### src/rtl/alu8_pkg.sv
`timescale 1ns/1ps
// Package: shared widths, flag bit positions, opcodes and logic selects for alu8_core.
package alu8_pkg;
    localparam int DATA_W = 8;
    localparam int NFLAG  = 5;
    localparam int OP_W   = 5;

    localparam int FLG_C = 0;
    localparam int FLG_Z = 1;
    localparam int FLG_N = 2;
    localparam int FLG_V = 3;
    localparam int FLG_H = 4;

    typedef enum logic [OP_W-1:0] {
        OP_ADD = 5'd0,  OP_ADC = 5'd1,  OP_SUB = 5'd2,  OP_SBC = 5'd3,
        OP_CMP = 5'd4,  OP_CPC = 5'd5,  OP_AND = 5'd6,  OP_OR  = 5'd7,
        OP_XOR = 5'd8,  OP_CBR = 5'd9,  OP_SBR = 5'd10, OP_TST = 5'd11,
        OP_CLR = 5'd12, OP_SER = 5'd13, OP_COM = 5'd14, OP_NEG = 5'd15,
        OP_INC = 5'd16, OP_DEC = 5'd17
    } alu_op_e;

    typedef enum logic [1:0] {
        LG_AND  = 2'd0,
        LG_OR   = 2'd1,
        LG_XOR  = 2'd2,
        LG_ANDN = 2'd3
    } logic_sel_e;
endpackage

### src/rtl/alu8_addsub.sv
`timescale 1ns/1ps
// Module: alu8_addsub
// Adder/subtractor built from two chained segments. Sub mode adds the
// complement of y. cin is a carry when adding and a borrow when subtracting;
// c_out and h_out follow the same convention. Assumes W > 4.
module alu8_addsub #(
    parameter int W = 8
) (
    input  logic [W-1:0] x,
    input  logic [W-1:0] y,
    input  logic         sub,
    input  logic         cin,
    output logic [W-1:0] r,
    output logic         c_out,
    output logic         h_out,
    output logic         v_out
);
    localparam int LW = 4;
    localparam int HW = W - LW;

    logic [W-1:0] ym;
    logic         ci;
    logic [LW:0]  lo_s;
    logic [HW:0]  hi_s;

    // Form the effective addend and carry, then sum the two segments.
    always_comb begin
        ym    = sub ? ~y : y;
        ci    = sub ? ~cin : cin;
        lo_s  = {1'b0, x[LW-1:0]} + {1'b0, ym[LW-1:0]} + {{LW{1'b0}}, ci};
        hi_s  = {1'b0, x[W-1:LW]} + {1'b0, ym[W-1:LW]} + {{HW{1'b0}}, lo_s[LW]};
        r     = {hi_s[HW-1:0], lo_s[LW-1:0]};
        c_out = sub ? ~hi_s[HW] : hi_s[HW];
        h_out = sub ? ~lo_s[LW] : lo_s[LW];
        v_out = (x[W-1] == ym[W-1]) && (r[W-1] != x[W-1]);
    end
endmodule

### src/rtl/alu8_logic.sv
`timescale 1ns/1ps
// Module: alu8_logic
// Bitwise unit: AND, OR, XOR or AND-with-complement, picked by sel.
// Purely combinational; no flags are produced here.
module alu8_logic
    import alu8_pkg::*;
#(
    parameter int W = 8
) (
    input  logic [W-1:0] a,
    input  logic [W-1:0] b,
    input  logic_sel_e   sel,
    output logic [W-1:0] y
);
    // Select the bitwise function.
    always_comb begin
        unique case (sel)
            LG_AND:  y = a & b;
            LG_OR:   y = a | b;
            LG_XOR:  y = a ^ b;
            default: y = a & ~b;
        endcase
    end
endmodule

### src/rtl/alu8_flag_reg.sv
`timescale 1ns/1ps
// Module: alu8_flag_reg
// Status holder: on upd, each bit with its mask set loads din; other bits keep
// their value. Synchronous active-low reset clears all bits.
module alu8_flag_reg #(
    parameter int N = 5
) (
    input  logic         clk,
    input  logic         rst_n,
    input  logic         upd,
    input  logic [N-1:0] mask,
    input  logic [N-1:0] din,
    output logic [N-1:0] q
);
    for (genvar i = 0; i < N; i++) begin : g_bit
        // Per-bit masked load.
        always_ff @(posedge clk) begin
            if (!rst_n)
                q[i] <= 1'b0;
            else if (upd && mask[i])
                q[i] <= din[i];
        end
    end
endmodule

### src/rtl/alu8_core.sv
`timescale 1ns/1ps
// Module: alu8_core (top)
// Decodes the opcode into controls for the adder and the logic unit, forms
// the result, write-enable, candidate flags and update mask, and holds the
// flags. Held C feeds carry/borrow ops; held Z feeds the chained zero rule.
module alu8_core
    import alu8_pkg::*;
#(
    parameter int DW = DATA_W,
    parameter int NF = NFLAG
) (
    input  logic          clk,
    input  logic          rst_n,
    input  logic          exec_en,
    input  logic [OP_W-1:0] op_sel,
    input  logic [DW-1:0] opa,
    input  logic [DW-1:0] opb,
    output logic [DW-1:0] res,
    output logic          res_we,
    output logic [NF-1:0] flag_mask,
    output logic [NF-1:0] flag_new,
    output logic [NF-1:0] flags_q
);
    localparam logic [NF-1:0] M_ALL = '1;
    localparam logic [NF-1:0] M_ZNV = NF'((1 << FLG_Z) | (1 << FLG_N) | (1 << FLG_V));
    localparam logic [NF-1:0] M_CZNV = M_ZNV | NF'(1 << FLG_C);

    alu_op_e      op;
    logic [DW-1:0] as_x, as_y, as_r, lg_b, lg_y;
    logic         as_sub, as_cin, as_c, as_h, as_v;
    logic_sel_e   lg_sel;
    logic         use_arith, zchain;

    assign op = alu_op_e'(op_sel);

    // Opcode decode into datapath controls, write-enable and flag mask.
    always_comb begin
        as_x = opa;  as_y = opb;  as_sub = 1'b0;  as_cin = 1'b0;
        lg_b = opb;  lg_sel = LG_AND;  use_arith = 1'b1;  zchain = 1'b0;
        res_we = 1'b1;  flag_mask = '0;
        case (op)
            OP_ADD: flag_mask = M_ALL;
            OP_ADC: begin as_cin = flags_q[FLG_C]; flag_mask = M_ALL; end
            OP_SUB: begin as_sub = 1'b1; flag_mask = M_ALL; end
            OP_SBC: begin as_sub = 1'b1; as_cin = flags_q[FLG_C]; zchain = 1'b1; flag_mask = M_ALL; end
            OP_CMP: begin as_sub = 1'b1; res_we = 1'b0; flag_mask = M_ALL; end
            OP_CPC: begin as_sub = 1'b1; as_cin = flags_q[FLG_C]; zchain = 1'b1; res_we = 1'b0; flag_mask = M_ALL; end
            OP_AND: begin use_arith = 1'b0; lg_sel = LG_AND; flag_mask = M_ZNV; end
            OP_OR:  begin use_arith = 1'b0; lg_sel = LG_OR; flag_mask = M_ZNV; end
            OP_XOR: begin use_arith = 1'b0; lg_sel = LG_XOR; flag_mask = M_ZNV; end
            OP_CBR: begin use_arith = 1'b0; lg_sel = LG_ANDN; flag_mask = M_ZNV; end
            OP_SBR: begin use_arith = 1'b0; lg_sel = LG_OR; flag_mask = M_ZNV; end
            OP_TST: begin use_arith = 1'b0; lg_sel = LG_AND; lg_b = opa; res_we = 1'b0; flag_mask = M_ZNV; end
            OP_CLR: begin use_arith = 1'b0; lg_sel = LG_XOR; lg_b = opa; flag_mask = M_ZNV; end
            OP_SER: begin use_arith = 1'b0; lg_sel = LG_OR; lg_b = '1; end
            OP_COM: begin use_arith = 1'b0; lg_sel = LG_XOR; lg_b = '1; flag_mask = M_CZNV; end
            OP_NEG: begin as_x = '0; as_y = opa; as_sub = 1'b1; flag_mask = M_ALL; end
            OP_INC: begin as_y = DW'(1); flag_mask = M_ZNV; end
            OP_DEC: begin as_y = DW'(1); as_sub = 1'b1; flag_mask = M_ZNV; end
            default: res_we = 1'b0;
        endcase
    end

    alu8_addsub #(.W(DW)) u_addsub (
        .x(as_x), .y(as_y), .sub(as_sub), .cin(as_cin),
        .r(as_r), .c_out(as_c), .h_out(as_h), .v_out(as_v)
    );

    alu8_logic #(.W(DW)) u_logic (
        .a(opa), .b(lg_b), .sel(lg_sel), .y(lg_y)
    );

    // Result select and candidate flag formation.
    always_comb begin
        res = use_arith ? as_r : lg_y;
        flag_new = '0;
        flag_new[FLG_C] = use_arith ? as_c : 1'b1;
        flag_new[FLG_H] = as_h;
        flag_new[FLG_V] = use_arith ? as_v : 1'b0;
        flag_new[FLG_N] = res[DW-1];
        flag_new[FLG_Z] = (res == '0) && (!zchain || flags_q[FLG_Z]);
    end

    alu8_flag_reg #(.N(NF)) u_flags (
        .clk(clk), .rst_n(rst_n), .upd(exec_en),
        .mask(flag_mask), .din(flag_new), .q(flags_q)
    );
endmodule

### config.mk
export PLATFORM = sky130hd
export DESIGN_NAME = alu8_core
export DESIGN_NICKNAME = d
export VERILOG_FILES = /design/src/rtl/alu8_pkg.sv /design/src/rtl/alu8_addsub.sv /design/src/rtl/alu8_logic.sv /design/src/rtl/alu8_flag_reg.sv /design/src/rtl/alu8_core.sv
export SDC_FILE = /design/constraint.sdc
export NUM_CORES = 1
export LEC_CHECK = 0
export ABC_AREA = 1
export CAP_MARGIN = 20
export CORE_UTILIZATION = 50
export DETAILED_ROUTE_END_ITERATION = 16
export PLACE_DENSITY = 0.82
export SETUP_SLACK_MARGIN = 0.2
export SLEW_MARGIN = 10
export SYNTH_ARGS = -nofsm -noshare
export SYNTH_HDL_FRONTEND = slang
export SYNTH_SLANG_ARGS = --single-unit
### constraint.sdc
create_clock -name clk -period 5.72 [get_ports clk]
set_input_delay 0.858 -clock clk [delete_from_list [all_inputs] [get_ports clk]]
set_output_delay 0.858 -clock clk [all_outputs]
set_load 0.01 [all_outputs]
---- After elaboration in Yosys (flattened, before gate mapping) ----
Index checks and enable logic that the tools add are counted.
storage, ports and cells
  register bits ........................... 5
  word-level logic and storage cells ...... 80
  input port bits ......................... 24
operators by class
  add/sub/neg operators ................... 4
  muxes and demuxes ....................... 17
  eq/ne operators ......................... 21
  reductions and logical operators ........ 24
  bitwise logic cells ..................... 9
operator list
  kind                                                              number
  5-bit by 4-bit == test with 1-bit output (second input constant)  8
  8-bit one-hot mux with 2 select lines                             2
  8-bit 2-to-1 mux                                                  3
  8-bit one-hot mux with 3 select lines                             1
  5-bit by 3-bit == test with 1-bit output (second input constant)  4
  9-bit OR reduction                                                2
  8-bit AND                                                         2
  8-bit NOT                                                         2
  5-bit one-hot mux with 3 select lines                             1
  15-bit OR reduction                                               1
  4-bit by 4-bit adder with 5-bit output                            2
  5-bit by 1-bit adder with 5-bit output                            2
  5-bit by 2-bit == test with 1-bit output (second input constant)  2
  5-bit == test (second input constant)                             2
  1-bit 2-to-1 mux                                                  9
  3-bit OR reduction                                                3
  8-bit zero test                                                   1
  8-bit bitwise OR                                                  1
  2-bit OR reduction                                                4
  8-bit bitwise XOR                                                 1
  1-bit logical AND                                                 7
  7-bit OR reduction                                                1
  2-bit one-hot mux with 3 select lines                             1
  6-bit OR reduction                                                1
  other kinds (10)                                                  12

---- Logic depth before layout (Yosys ltp) ----
Gate-level depths: netlist (run 1).
  depth after elaboration ................. 11
  gate-level depth with buffers ........... 21

---- Cells and area by module ----
Synthesis (run 1) repeated with hierarchy kept, for this count alone.
second synthesis, totals
  cell total of the unflattened synthesis .. 364
  area, all modules ....................... 2,033.2 um^2
modules (own cells, without submodules)
  module         cells an instance  area an instance (um^2)  seq. area each (um^2)  instances
  alu8_core      147                764.5                    0.0                    1
  alu8_logic     115                593.1                    0.0                    1
  alu8_addsub    67                 462.9                    0.0                    1
  alu8_flag_reg  35                 212.7                    100.1                  1

---- Least setup slack after synthesis (run 1) ----
OpenSTA, ideal clock, no wires.
  kind .................................... in2out
  start ................................... input port op_sel[0]
  end ..................................... output port flag_new[1]
  buffers on the path ..................... 1
  path slack .............................. 0.657 ns
  arrival time ............................ 4.205 ns
  required time ........................... 4.862 ns
  stages on the path ...................... 20
  cells stage by stage .................... nand2_1 nor2_1 nand2_1 clkbuf_1 nand2_1 o22ai_1 xor2_1 fa_1 fa_1 o21ai_0 fa_1 inv_1 fa_1 xor2_1 nand2_1 nand2_1 nand2_1 nor2_2 nand3_2 inv_1
between the ends
  cells in the longest elaborated chain, start to end .. 11
  elaborated cells between the ends (all ways) .. 55
  those cells by class .................... add/sub: 4; eq/ne: 19; mux: 11; bitwise: 7; reduce/logical: 14
ends and longest elaborated chain
  item                                    RTL line           source
  from (decl)                             alu8_core.sv:15    input logic [OP_W-1:0] op_sel,
  5-bit == test                           alu8_core.sv:41    case (op)
  2-bit OR reduction (no source line)     --
  8-bit one-hot mux with 2 select lines   alu8_core.sv:41
  8-bit NOT                               alu8_addsub.sv:28  ym = sub ? ~y : y;
  8-bit 2-to-1 mux                        alu8_addsub.sv:28
  4-bit by 4-bit adder with 5-bit output  alu8_addsub.sv:30  lo_s = {1'b0, x[LW-1:0]} + {1'b0, ym[LW-1:0]} + {{LW{1'b0}}, ci};
  5-bit by 1-bit adder with 5-bit output  alu8_addsub.sv:30
  5-bit by 1-bit adder with 5-bit output  alu8_addsub.sv:31  hi_s = {1'b0, x[W-1:LW]} + {1'b0, ym[W-1:LW]} + {{HW{1'b0}}, lo_s[LW]};
  8-bit 2-to-1 mux                        alu8_core.sv:75    res = use_arith ? as_r : lg_y;
  8-bit zero test                         alu8_core.sv:81    flag_new[FLG_Z] = (res == '0) && (!zchain || flags_q[FLG_Z]);
  1-bit logical AND (*)                   alu8_core.sv:81
  to (decl)                               alu8_core.sv:21    output logic [NF-1:0] flag_new,
Mark *: on every way between the ends. The rest lies on a longest branch, timed or not.

---- Worst setup path after layout (run 1) ----
  start ................................... input port op_sel[3]
  end ..................................... output port res[6]
between the ends
  cells in the longest elaborated chain, start to end .. 9
  elaborated cells between the ends (all ways) .. 49
  those cells by class .................... add/sub: 4; eq/ne: 19; mux: 10; bitwise: 7; reduce/logical: 9
ends and longest elaborated chain
  item                                    RTL line           source
  5-bit == test                           alu8_core.sv:41
  2-bit OR reduction (no source line)     --
  8-bit one-hot mux with 2 select lines   alu8_core.sv:41
  8-bit NOT                               alu8_addsub.sv:28
  8-bit 2-to-1 mux                        alu8_addsub.sv:28
  4-bit by 4-bit adder with 5-bit output  alu8_addsub.sv:30
  5-bit by 1-bit adder with 5-bit output  alu8_addsub.sv:30
  5-bit by 1-bit adder with 5-bit output  alu8_addsub.sv:31
  8-bit 2-to-1 mux (*)                    alu8_core.sv:75
  to (decl)                               alu8_core.sv:18    output logic [DW-1:0] res,
Marks and branches as above.

==> flow_summary.yaml, run 1 <==
cells_and_area:
  seq_area_sq_um: 100
  regMostFlops: "u_flags.q"
  largest_reg_flops: 5
  diodes: 0
  syn2layout_area_growth_pct: 42.2
  layout.nets: 447
  reg_top3: "u_flags.q (5)"
  multiInputGateArea_sq_um: 1480
  post_route_cells_drive_above_1_share_pct: 19.5
  fin_area_sq_um: 2610
  num-fill-cells: 288
  stdcell_count: 447
worst_hold_path:
  min_to: "u_flags.q[3]"
  hold_depth: 2
  hp-start: "u_flags.q[3]"
  hold_path.class: "reg -> reg"
synth:
  netlist-cell-type-count: 34
  synth_top_area_share_pct: 15.5
  ys_seq_area_share_pct: 5.45
  ys.warnings.count: 0
  async_reset_ff_share_pct: 0
  ys_ff_latch: 5
  yosysTopAreaCell: "nand2_1"
  synth-edff-count: 0
  syn_area_sq_um: 1840
  syn_area_per_cell_sq_um: 5.68
  synthesis.instances: 323
  ys.flop_type: "dfxtp_1"
  syn_nets: 368
  yosys-top-cells-area: "nand2_1 16%, ha_1 12%, inv_1 11%, nor2_1 9.6%, nand3_1 7.6%"
worst_setup_path:
  critPathKind: "in -> out"
  worstRegToRegCells: 16
  r2r-start: "u_flags.q[0]"
  required_ns: 4.86
  arrival_ns: 4.39
  rr_endpoint: "u_flags.q[0]"
  startpoint: "op_sel[3]"
  start_kind: "input port"
  cp_max_fo: 4
  rrSetupSlack_ns: 2.55
  worst_setup_path_end_kind: "output pin"
global_route:
  grt_overflow_total: 0
  grt_pass1_vias: 2256
  grt_pass1_wl_microns: 9510
  grt_antenna_before_repair: 0
  grt_max_degree: 12
  grt_usage_pct: 29.2
placed_design:
  pre_cts_ws_ns: -0.325
  gp_congestion: 0.909
  dp_cells: 443
  dpl_cell_area_sq_um: 2570
  hpwl_microns: 4470
  io_buffers: 47
clocking:
  clk_path_buf_depth: 2
  cts_made_buffers: 3
  cts_num_sinks: 5
  clk_latency_ns: 0.26
  h-tree-depth: 1
  cts_tree: "built"
  clk_pin_slew_ns: 0.04
  cts-root-buf: "clkbuf_4"
floorplanning:
  rows: 21
  fp.dieArea_sq_um: 3920
  ios: 48
  die_width_microns: 62.6
  die_h_microns: 62.6
  start_util_pct: 53.7
  fp.coreArea_sq_um: 3420
detailed_routing:
  vias_per_cell: 5.18
  drt_iter0_drc: 302
  post_drt_wl_per_cell_microns: 12.4
  via_count: 2317
  drc: 0
  drt-pass1-iter-count: 4
  wl_microns: 5540
  drtAntennaViolNets: 0
pwr:
  irDropWorstVdd_mv: 0.186
  power.density_nw_per_um2: 177
  power_uw: 463
  p_leak_uw: 0.00144
outcome:
  status: "finished, final reports clean"
sta:
  drv_slew: 0
  layout_min_cycle_time_ns: 5.24
  setup_violations: 0
  fin_skew_ns: 0.00569
  rsz0062_at_grt: "false"
  finalHoldViolCount: 0
  whs_ns: 0.488
  setup_ws_ns: 0.477
  fmax_mhz: 191
  worstMarginPinSlew_ns: 0.442
  period_share_pct: 91.7
  maxSlewHeadroom_pct: 70.2
run:
  cap_violations: 0
-- critical path, stage by stage --
cell             delay (ns)
dlygate4sd2_1          0.28
nor2_2                 0.16
nand2_1                0.11
buf_4                  0.15
a21oi_1                0.17
xnor2_1                0.11
fa_2                   0.36
fa_2                   0.36
o21ai_2                0.16
fa_2                   0.23
inv_1                  0.06
fa_1                   0.39
xor2_1                 0.16
nand2_1                0.06
nand2_1                0.07
buf_4                  0.13
inv_1                  0.04
clkdlybuf4s50_1        0.53
-- layout make-up --
type	instances	area share, %
timing repair buffer	85	28.3
tap	46	2.21
multi-input combinational	252	56.7
inverter	55	7.91
sequential	5	3.84
clock buffer	4	1.01
-- where the power goes --
group / total [uW] / internal [uW] / switching, uW
Clock: 43.7 / 26.6 / 17.2
Combinational: 380 / 189 / 190
Sequential: 39.9 / 38.1 / 1.77
Total: 463 / 254 / 209
-- cell families (layout without fill, tap and decap cells) --
logic type,Yosys count,count (layout),share of synthesized area [%]
adders and majority gates,21,21,16.0
xor gates and xnor gates,14,14,6.68
and+or+nand+nor,179,179,43.8
DFF,5,5,5.45
AOI/OAI and AO/OA,38,38,12.7
buffers and inverters,66,144,15.4
-- routing by layer --
| metal | share of wire, % | GRT usage, % | wire (microns) |
|---|---|---|---|
| met1 | 44 | 36.9 | 2410 |
| met2 | 47 | 51.4 | 2600 |
| met3 | 7.5 | 2.37 | 415 |
| met4 | 2.0 | 10.2 | 113 |
| met5 | 0 | 0 | 0 |
-- cells in the mapped netlist (2+ instances only) --
library cell  number
a211oi_1           2
a21oi_1            7
buf_4              5
buf_6              2
clkbuf_1           3
dfxtp_1            5
fa_1               4
ha_1              17
inv_1             52
inv_2              2
nand2_1           76
nand2_2           13
nand3_1           28
nand3_2            2
nor2_1            47
nor2_2             2
nor3_1             3
o21a_1             7
o21ai_0            9
o22ai_1            9
or2_1              2
or2_2              2
xnor2_1            3
xor2_1            11
-- layout by cell type, fill, tap and decap left out --
| master | instances |
|---|---|
| o21ai_2 | 2 |
| or2_1 | 2 |
| clkbuf_4 | 3 |
| nand3_2 | 3 |
| o22ai_1 | 9 |
| nor2_8 | 1 |
| nand2_1 | 75 |
| dlymetal6s2s_1 | 2 |
| ha_1 | 17 |
| o21ai_1 | 1 |
| nor3_1 | 3 |
| nand4_1 | 1 |
| nand2_2 | 14 |
| clkdlybuf4s50_1 | 40 |
| fa_2 | 3 |
| nor2_1 | 45 |
| dfxtp_1 | 5 |
| o21a_1 | 7 |
| buf_4 | 38 |
| or2_2 | 2 |
| inv_1 | 52 |
| o21ai_0 | 7 |
| o31ai_1 | 1 |
| a211oi_1 | 2 |
| dlygate4sd2_1 | 1 |
| xnor2_1 | 3 |
| nor3_4 | 1 |
| inv_2 | 2 |
| nor4_1 | 1 |
| clkbuf_1 | 1 |
| xor2_1 | 11 |
| o211ai_1 | 1 |
| clkinv_1 | 1 |
| a21oi_2 | 1 |
| nor2_2 | 4 |
| nand3_1 | 27 |
| clkbuf_2 | 4 |
| a21oi_1 | 7 |
| fa_1 | 1 |
-- through the flow --
step / util (%) / setup TNS, ns
after floorplan: - / 0
after global placement: 75.3 / -0.524
after detailed placement: 75.3 / -1.05
after CTS: 76.3 / 0
after global routing: 76.4 / 0
final: 76.4 / 0
-- how the worst max path moves through the flow --
stage,end,slack (ns),cells past startpoint
2_1_floorplan,flag_new[1],0.66,20
5_1_grt,res[6],0.24,19
3_5_place_dp,flag_new[1],-0.32,22
4_1_cts,flag_new[1],0.20,21
3_3_place_gp,flag_new[1],-0.23,22
6_report,res[6],0.48,18
-- what timing repair did --
action                     4_1_cts  5_1_grt
gates resized for setup         12       14
cloned                           0        0
hold buffers                     0        0
buffers inserted                 0        0
hold endpoints to repair         0        0
pin swaps                        0        4
setup endpoints to repair        8        6
Note: power is estimated with default switching activity, not from simulation.
==> inputs of run 2 (changes only) <==
Settings changed: ABC_AREA 1 to unset, CAP_MARGIN 20 to unset, PLACE_DENSITY 0.82 to 0.81.
==> flow_summary.yaml, run 2 <==
outcome:
  status: "complete, but fails checks"
  violations: "setup timing"
worst_setup_path:
  worst_setup_path_end_kind: "output pin"
  crit_path_cell_trace: "dlygate4sd2_1 -> buf_4 -> nor3b_1 -> o21ai_0 -> a21oi_1 -> nor2_1 -> fa_2 -> fa_2 -> nor2b_2 -> o21ai_1 -> nand2b_1 -> fa_2 -> inv_1 -> fa_2 -> xor2_2 -> o221ai_2 -> nor2_1 -> or4b_4 -> nor3_4 -> buf_2"
  arrival_ns: 4.95
  cp_max_fo: 14
  required_ns: 4.86
  start_kind: "input port"
  critPathSlowestCell: "or4b_4"
  critPathKind: "in -> out"
  path_buf_inv: 4
  cp_common_cell: "fa_2"
  worst_path_largest_cell_delay_ns: 0.49
  rrSetupSlack_ns: 1.54
  cp_top_family: "adder cells"
synth:
  yosysTopAreaCell: "ha_1"
  ys_seq_area_share_pct: 5.28
  ys.warnings.count: 0
  netlist-cell-type-count: 50
  syn_area_per_cell_sq_um: 6.67
  syn_area_sq_um: 1890
  ys_top_cells_by_count: "34 x nor2_1, 24 x nand2_1, 22 x o21ai_0"
  ys_ff_latch: 5
  synth_top_area_share_pct: 11.2
  async_reset_ff_share_pct: 0
  syn_nets: 329
  yosysMostFrequentCell: "nor2_1"
  ys.flop_type: "dfxtp_1"
  synth-edff-count: 0
  yosys-top-cells-area: "ha_1 11%, nor2_1 6.7%, xnor2_1 6.5%, o21ai_0 5.8%, dfxtp_1 5.3%"
  synthesis.instances: 284
clocking:
  cts_tree: "built"
  cts_made_buffers: 3
  clk_path_buf_depth: 2
  cts-root-buf: "clkbuf_8"
  h-tree-depth: 1
  clk_pin_slew_ns: 0.03
  cts_num_sinks: 5
  hold_buffers: 0
  clk_latency_ns: 0.22
run:
  cap_violations: 0
sta:
  worstMarginPinSlew_ns: 0.796
  rsz0062_at_grt: "true"
  period_share_pct: 102
  timing.setup.tns_ns: -0.0920
  maxSlewHeadroom_pct: 46.6
  drv_slew: 0
  fmax_mhz: 172
  setup_violations: 1
  setup_ws_ns: -0.0920
  fin_skew_ns: 0.00251
  layout_min_cycle_time_ns: 5.81
  whs_ns: 0.492
  finalHoldViolCount: 0
floorplanning:
  die_h_microns: 63.6
  die_width_microns: 63.6
  rows: 21
  fp.dieArea_sq_um: 4040
  fp.coreArea_sq_um: 3470
  ios: 48
  start_util_pct: 54.6
cells_and_area:
  diodes: 0
  fin_area_sq_um: 2910
  mostFrequentLayoutCell: "buf_4"
  post_route_cells_drive_above_1_share_pct: 26.6
  syn2layout_area_growth_pct: 53.6
  largest_reg_flops: 5
  layout_common_cells: "58 x buf_4, 36 x clkdlybuf4s50_1, 33 x nor2_1, 24 x nand2_1"
  reg_top3: "u_flags.q (5)"
  regMostFlops: "u_flags.q"
  layout.nets: 418
global_route:
  grt_antenna_before_repair: 0
  grt_max_degree: 18
  grt_pass1_wl_microns: 11500
  grt_usage_pct: 35.7
  grt_pass1_vias: 2478
  grt_overflow_total: 0
pwr:
  irDropWorstVdd_mv: 0.134
  power.density_nw_per_um2: 178
  p_leak_uw: 0.00131
detailed_routing:
  drtAntennaViolNets: 0
  vias_per_cell: 6.53
  wl_microns: 8160
  drt_iter0_drc: 365
  post_drt_wl_per_cell_microns: 19.5
  via_count: 2728
  drc: 0
  drt-pass1-iter-count: 5
placed_design:
  gp_congestion: 0.949
  dpl_cell_area_sq_um: 2640
  hpwl_microns: 5010
  io_buffers: 47
worst_hold_path:
  hold_path.class: "reg -> reg"
run 2: cell count changes in the layout (fill, tap and decap cells not counted), sizes merged, moves of 8 or more:
cell    change
nand2      -65
inv        -33
buf        +28
nand3      -22
nor2       -16
o21ai      +15
xnor2      +11
o221ai     +10
a21oi       +8
nor3        +8
run 2: metrics by stage:
stage / power [uW] / setup slack (ns) / std cells / utilization (%)
after floorplan: 233 / 0.216 / 284 / -
after global placement: 381 / -0.582 / 393 / 76.0
after detailed placement: 387 / -0.781 / 393 / 76.0
after CTS: 476 / 0.0146 / 408 / 80.4
after global routing: 546 / -0.419 / 418 / 83.9
final: 518 / -0.0920 / 418 / 83.9
run 2: repair_timing:
item | CTS | global route
buffers inserted | 11 | 9
pin swaps | 9 | 6
gates cloned | 0 | 1
gates resized for setup | 34 | 13
setup endpoints to repair | 8 | 8
run 2: layer usage:
layer  wire, microns  part of all wire [%]  vias to the layer above  GRT usage, %
li1                -                     -                     1188             -
met2            3800                    47                      236          63.3
met3             838                    10                       63          4.89
met4             598                   7.3                        0          19.6
met5               0                     0                        -             0
met1            2920                    36                     1241          40.6
run 2: cell type report:
| cell class | count | area (sq um) |
|---|---|---|
| Clock buffer | 4 | 45.0 |
| Fill cell | 234 | 558 |
| Inverter | 21 | 78.8 |
| Multi-Input combinational cell | 233 | 1710 |
| Sequential cell | 5 | 100 |
| Tap cell | 46 | 57.6 |
| Timing Repair Buffer | 109 | 923 |
run 2: final timing paths:
kind,startpoint,endpoint,depth (start not counted)
worst min-delay path,u_flags.q[2],u_flags.q[2],2
worst min register to register,u_flags.q[2],u_flags.q[2],2
worst max-delay path,op_sel[0],flag_new[1],20
worst max register to register,u_flags.q[0],u_flags.q[1],18
run 2: worst reg2reg max path, delay by kind of cell (launching register included):
kind            cells  cell delay (ns)
xor+xnor            1             0.16
buf+inv             3             0.33
flops               1             0.34
simple gates        5             0.97
fa+ha+maj           4             1.42
compound gates      5             0.88
run 2: cell families (layout without fill, tap and decap cells):
family                     after synthesis  count (layout)  synth area share (%)
adders and majority gates               21              21                  15.5
xor gates and xnor gates                23              23                  10.6
muxes                                    3               3                  1.59
DFF                                      5               5                  5.28
AOI/OAI and AO/OA                       83              83                  29.5
and+or+nand+nor                        103             103                  26.5
buffers and inverters                   46             134                  11.1
run 2: power by group:
part	internal [uW]	switching [uW]	total [uW]
clock network	47.8	17.2	65.0
registers	37.1	1.33	38.4
logic	209	206	415
total	294	225	518
==> inputs of run 3 (changes only) <==
Settings changed: SYNTH_HIERARCHICAL set to 1.
==> flow_summary.yaml, run 3 <==
floorplanning:
  rows: 22
  start_util_pct: 52.1
  fp.coreArea_sq_um: 3660
  ios: 48
  die_width_microns: 63.8
  fp.dieArea_sq_um: 4060
  die_h_microns: 63.8
pwr:
  power.switching_uw: 201
  clkPwrFrac_pct: 13.2
  pwr-share-seq_pct: 7.6
  comb_power_share_pct: 79.1
  p_leak_uw: 0.00130
  p_sw_share_pct: 39.7
  irDropWorstVdd_mv: 0.0715
  power_uw: 505
  power.density_nw_per_um2: 180
  intPower_uw: 304
clocking:
  clk_path_buf_depth: 2
  hold_buffers: 0
  cts_num_sinks: 5
  cts_tree: "built"
  clk_pin_slew_ns: 0.04
  cts_made_buffers: 3
  cts-root-buf: "clkbuf_8"
  clk_latency_ns: 0.22
  h-tree-depth: 1
worst_setup_path:
  worst_setup_path_end_kind: "output pin"
  cp_max_fo: 6
  critPathSlowestCell: "or4b_4"
  critPathKind: "in -> out"
  worst_path_largest_cell_delay_ns: 0.56
  crit_path_cell_trace: "clkdlybuf4s15_2 -> buf_6 -> or4b_4 -> buf_6 -> buf_4 -> nand2_1 -> o21ai_0 -> xor2_2 -> ha_1 -> nand2b_4 -> o2bb2ai_4 -> fa_2 -> inv_2 -> fa_2 -> xor2_2 -> nor4_4 -> o311ai_1 -> mux2i_1 -> buf_2"
  arrival_ns: 4.65
  cp_top_family: "simple AND/OR/NAND/NOR gates"
  start_kind: "input port"
  required_ns: 4.86
  path_buf_inv: 6
placed_design:
  io_buffers: 47
  gp_congestion: 0.868
  dp_cells: 369
  hpwl_microns: 3770
  dpl_cell_area_sq_um: 2560
synth:
  netlist-cell-type-count: 48
  syn_nets: 306
  ys.warnings.count: 6
  ys_seq_area_share_pct: 5.25
  synthAdderAreaFrac_pct: 15.4
  ys.flop_type: "dfxtp_1"
  yosysTopAreaCell: "ha_1"
  synthXorXnorAreaFrac_pct: 11.0
  synth_top_area_share_pct: 11.2
  syn_area_per_cell_sq_um: 7.31
  ys_ff_latch: 5
  synthesis.instances: 261
  synth-compound-area-share_pct: 17.1
  synth_top_family_by_area: "simple AND/OR/NAND/NOR gates"
  syn_area_sq_um: 1910
  synthMuxAreaShare_pct: 14.0
  synth-simple-area-share_pct: 23.0
  ys_top_cells_by_count: "35 x inv_1, 35 x nand2_1, 17 x ha_1"
  synth-edff-count: 0
  yosys-top-cells-area: "ha_1 11%, mux2i_1 7.3%, xnor2_1 7.3%, inv_1 6.9%, nand2_1 6.9%"
  async_reset_ff_share_pct: 0
detailed_routing:
  post_drt_wl_per_cell_microns: 14.1
  drt_iter0_drc: 83
  drtAntennaViolNets: 0
  drc: 0
  via_count: 2052
  wl_microns: 5340
  vias_per_cell: 5.41
  drt-pass1-iter-count: 5
run:
  cap_violations: 0
cells_and_area:
  reg_top3: "u_flags/q (5)"
  layout_common_cells: "35 x nand2_1, 35 x clkdlybuf4s50_1, 35 x buf_4, 34 x inv_1, 17 x ha_1"
  stdcell_count: 379
  syn2layout_area_growth_pct: 47.4
  largest_reg_flops: 5
  regMostFlops: "u_flags/q"
  diodes: 0
  post_route_cells_drive_above_1_share_pct: 25.7
  layout.nets: 377
  fin_area_sq_um: 2810
sta:
  finalHoldViolCount: 0
  worstMarginPinSlew_ns: 0.660
  drv_slew: 0
  whs_ns: 0.461
  period_share_pct: 96.3
  rsz0062_at_grt: "true"
  setup_violations: 0
  layout_min_cycle_time_ns: 5.51
  maxSlewHeadroom_pct: 55.9
  fin_skew_ns: 0.00144
  timing.setup.tns_ns: 0
  fmax_mhz: 182
global_route:
  grt_usage_pct: 26.0
  grt_antenna_before_repair: 0
  grt_pass1_wl_microns: 8520
  grt_overflow_total: 0
  grt_pass1_vias: 2002
  grt_max_degree: 14
worst_hold_path:
  hold_path.class: "reg -> reg"
outcome:
  status: "finished, final reports clean"
[run 3: per-stage QoR]
stage | utilization [%] | worst slack [ns]
after global placement | 70.1 | -0.572
after global routing | 76.8 | 0.0220
final | 76.8 | 0.213
after CTS | 75.2 | 0.205
after detailed placement | 70.1 | -0.671
after floorplan | - | 0.230
[run 3: worst paths after layout]
kind,slack (ns),depth (start not counted),endpoint,startpoint
setup reg to reg,2.40,17,u_flags/q[1],u_flags/q[0]
hold / removal,0.46,2,u_flags/q[3],u_flags/q[3]
setup / recovery,0.21,19,flag_new[1],op_sel[3]
hold reg to reg,0.46,2,u_flags/q[3],u_flags/q[3]
[run 3: power groups by stage]
stage	logic [uW]	registers, uW	clock network (uW)
floorplan	210	39.9	0
global placement	349	38.9	0
detailed placement	356	38.9	0
CTS	374	38.5	67.5
global route	432	38.8	71.5
finish	400	38.6	66.8
[run 3: layout make-up]
| class | instances | area [sq um] |
|---|---|---|
| Clock buffer | 4 | 45.0 |
| Tap cell | 48 | 60.1 |
| Multi-Input combinational cell | 199 | 1690 |
| Inverter | 35 | 131 |
| Sequential cell | 5 | 100 |
| Timing Repair Buffer | 88 | 786 |
| Fill cell | 280 | 850 |
[run 3: repair_timing]
action                                  in CTS  in global routing
buffers inserted                             5                  1
resized for setup                           47                 11
cloned                                       0                  0
endpoints found under the setup margin       8                  5
pin swaps                                   10                 10
[run 3: kinds of logic (layout without fill, tap and decap cells)]
family                     Yosys count  in the layout
buffers and inverters               57            127
AOI/OAI and AO/OA                   47             47
muxes                               23             23
adders and majority gates           21             21
xor gates and xnor gates            24             24
DFF                                  5              5
and+or+nand+nor                     84             84
[run 3: tightest hold or removal path: stages, from the launching register on]
cell     delay (ns)
dfxtp_1        0.30
nand2_1        0.05
mux2i_1        0.06
[run 3: layer usage]
layer	part of all wire, %	GRT usage (%)	vias up
li1	-	-	1013
met1	41	29.0	967
met2	53	49.7	63
met3	4.2	3.93	9
met4	1.3	7.95	0
met5	0	0	-
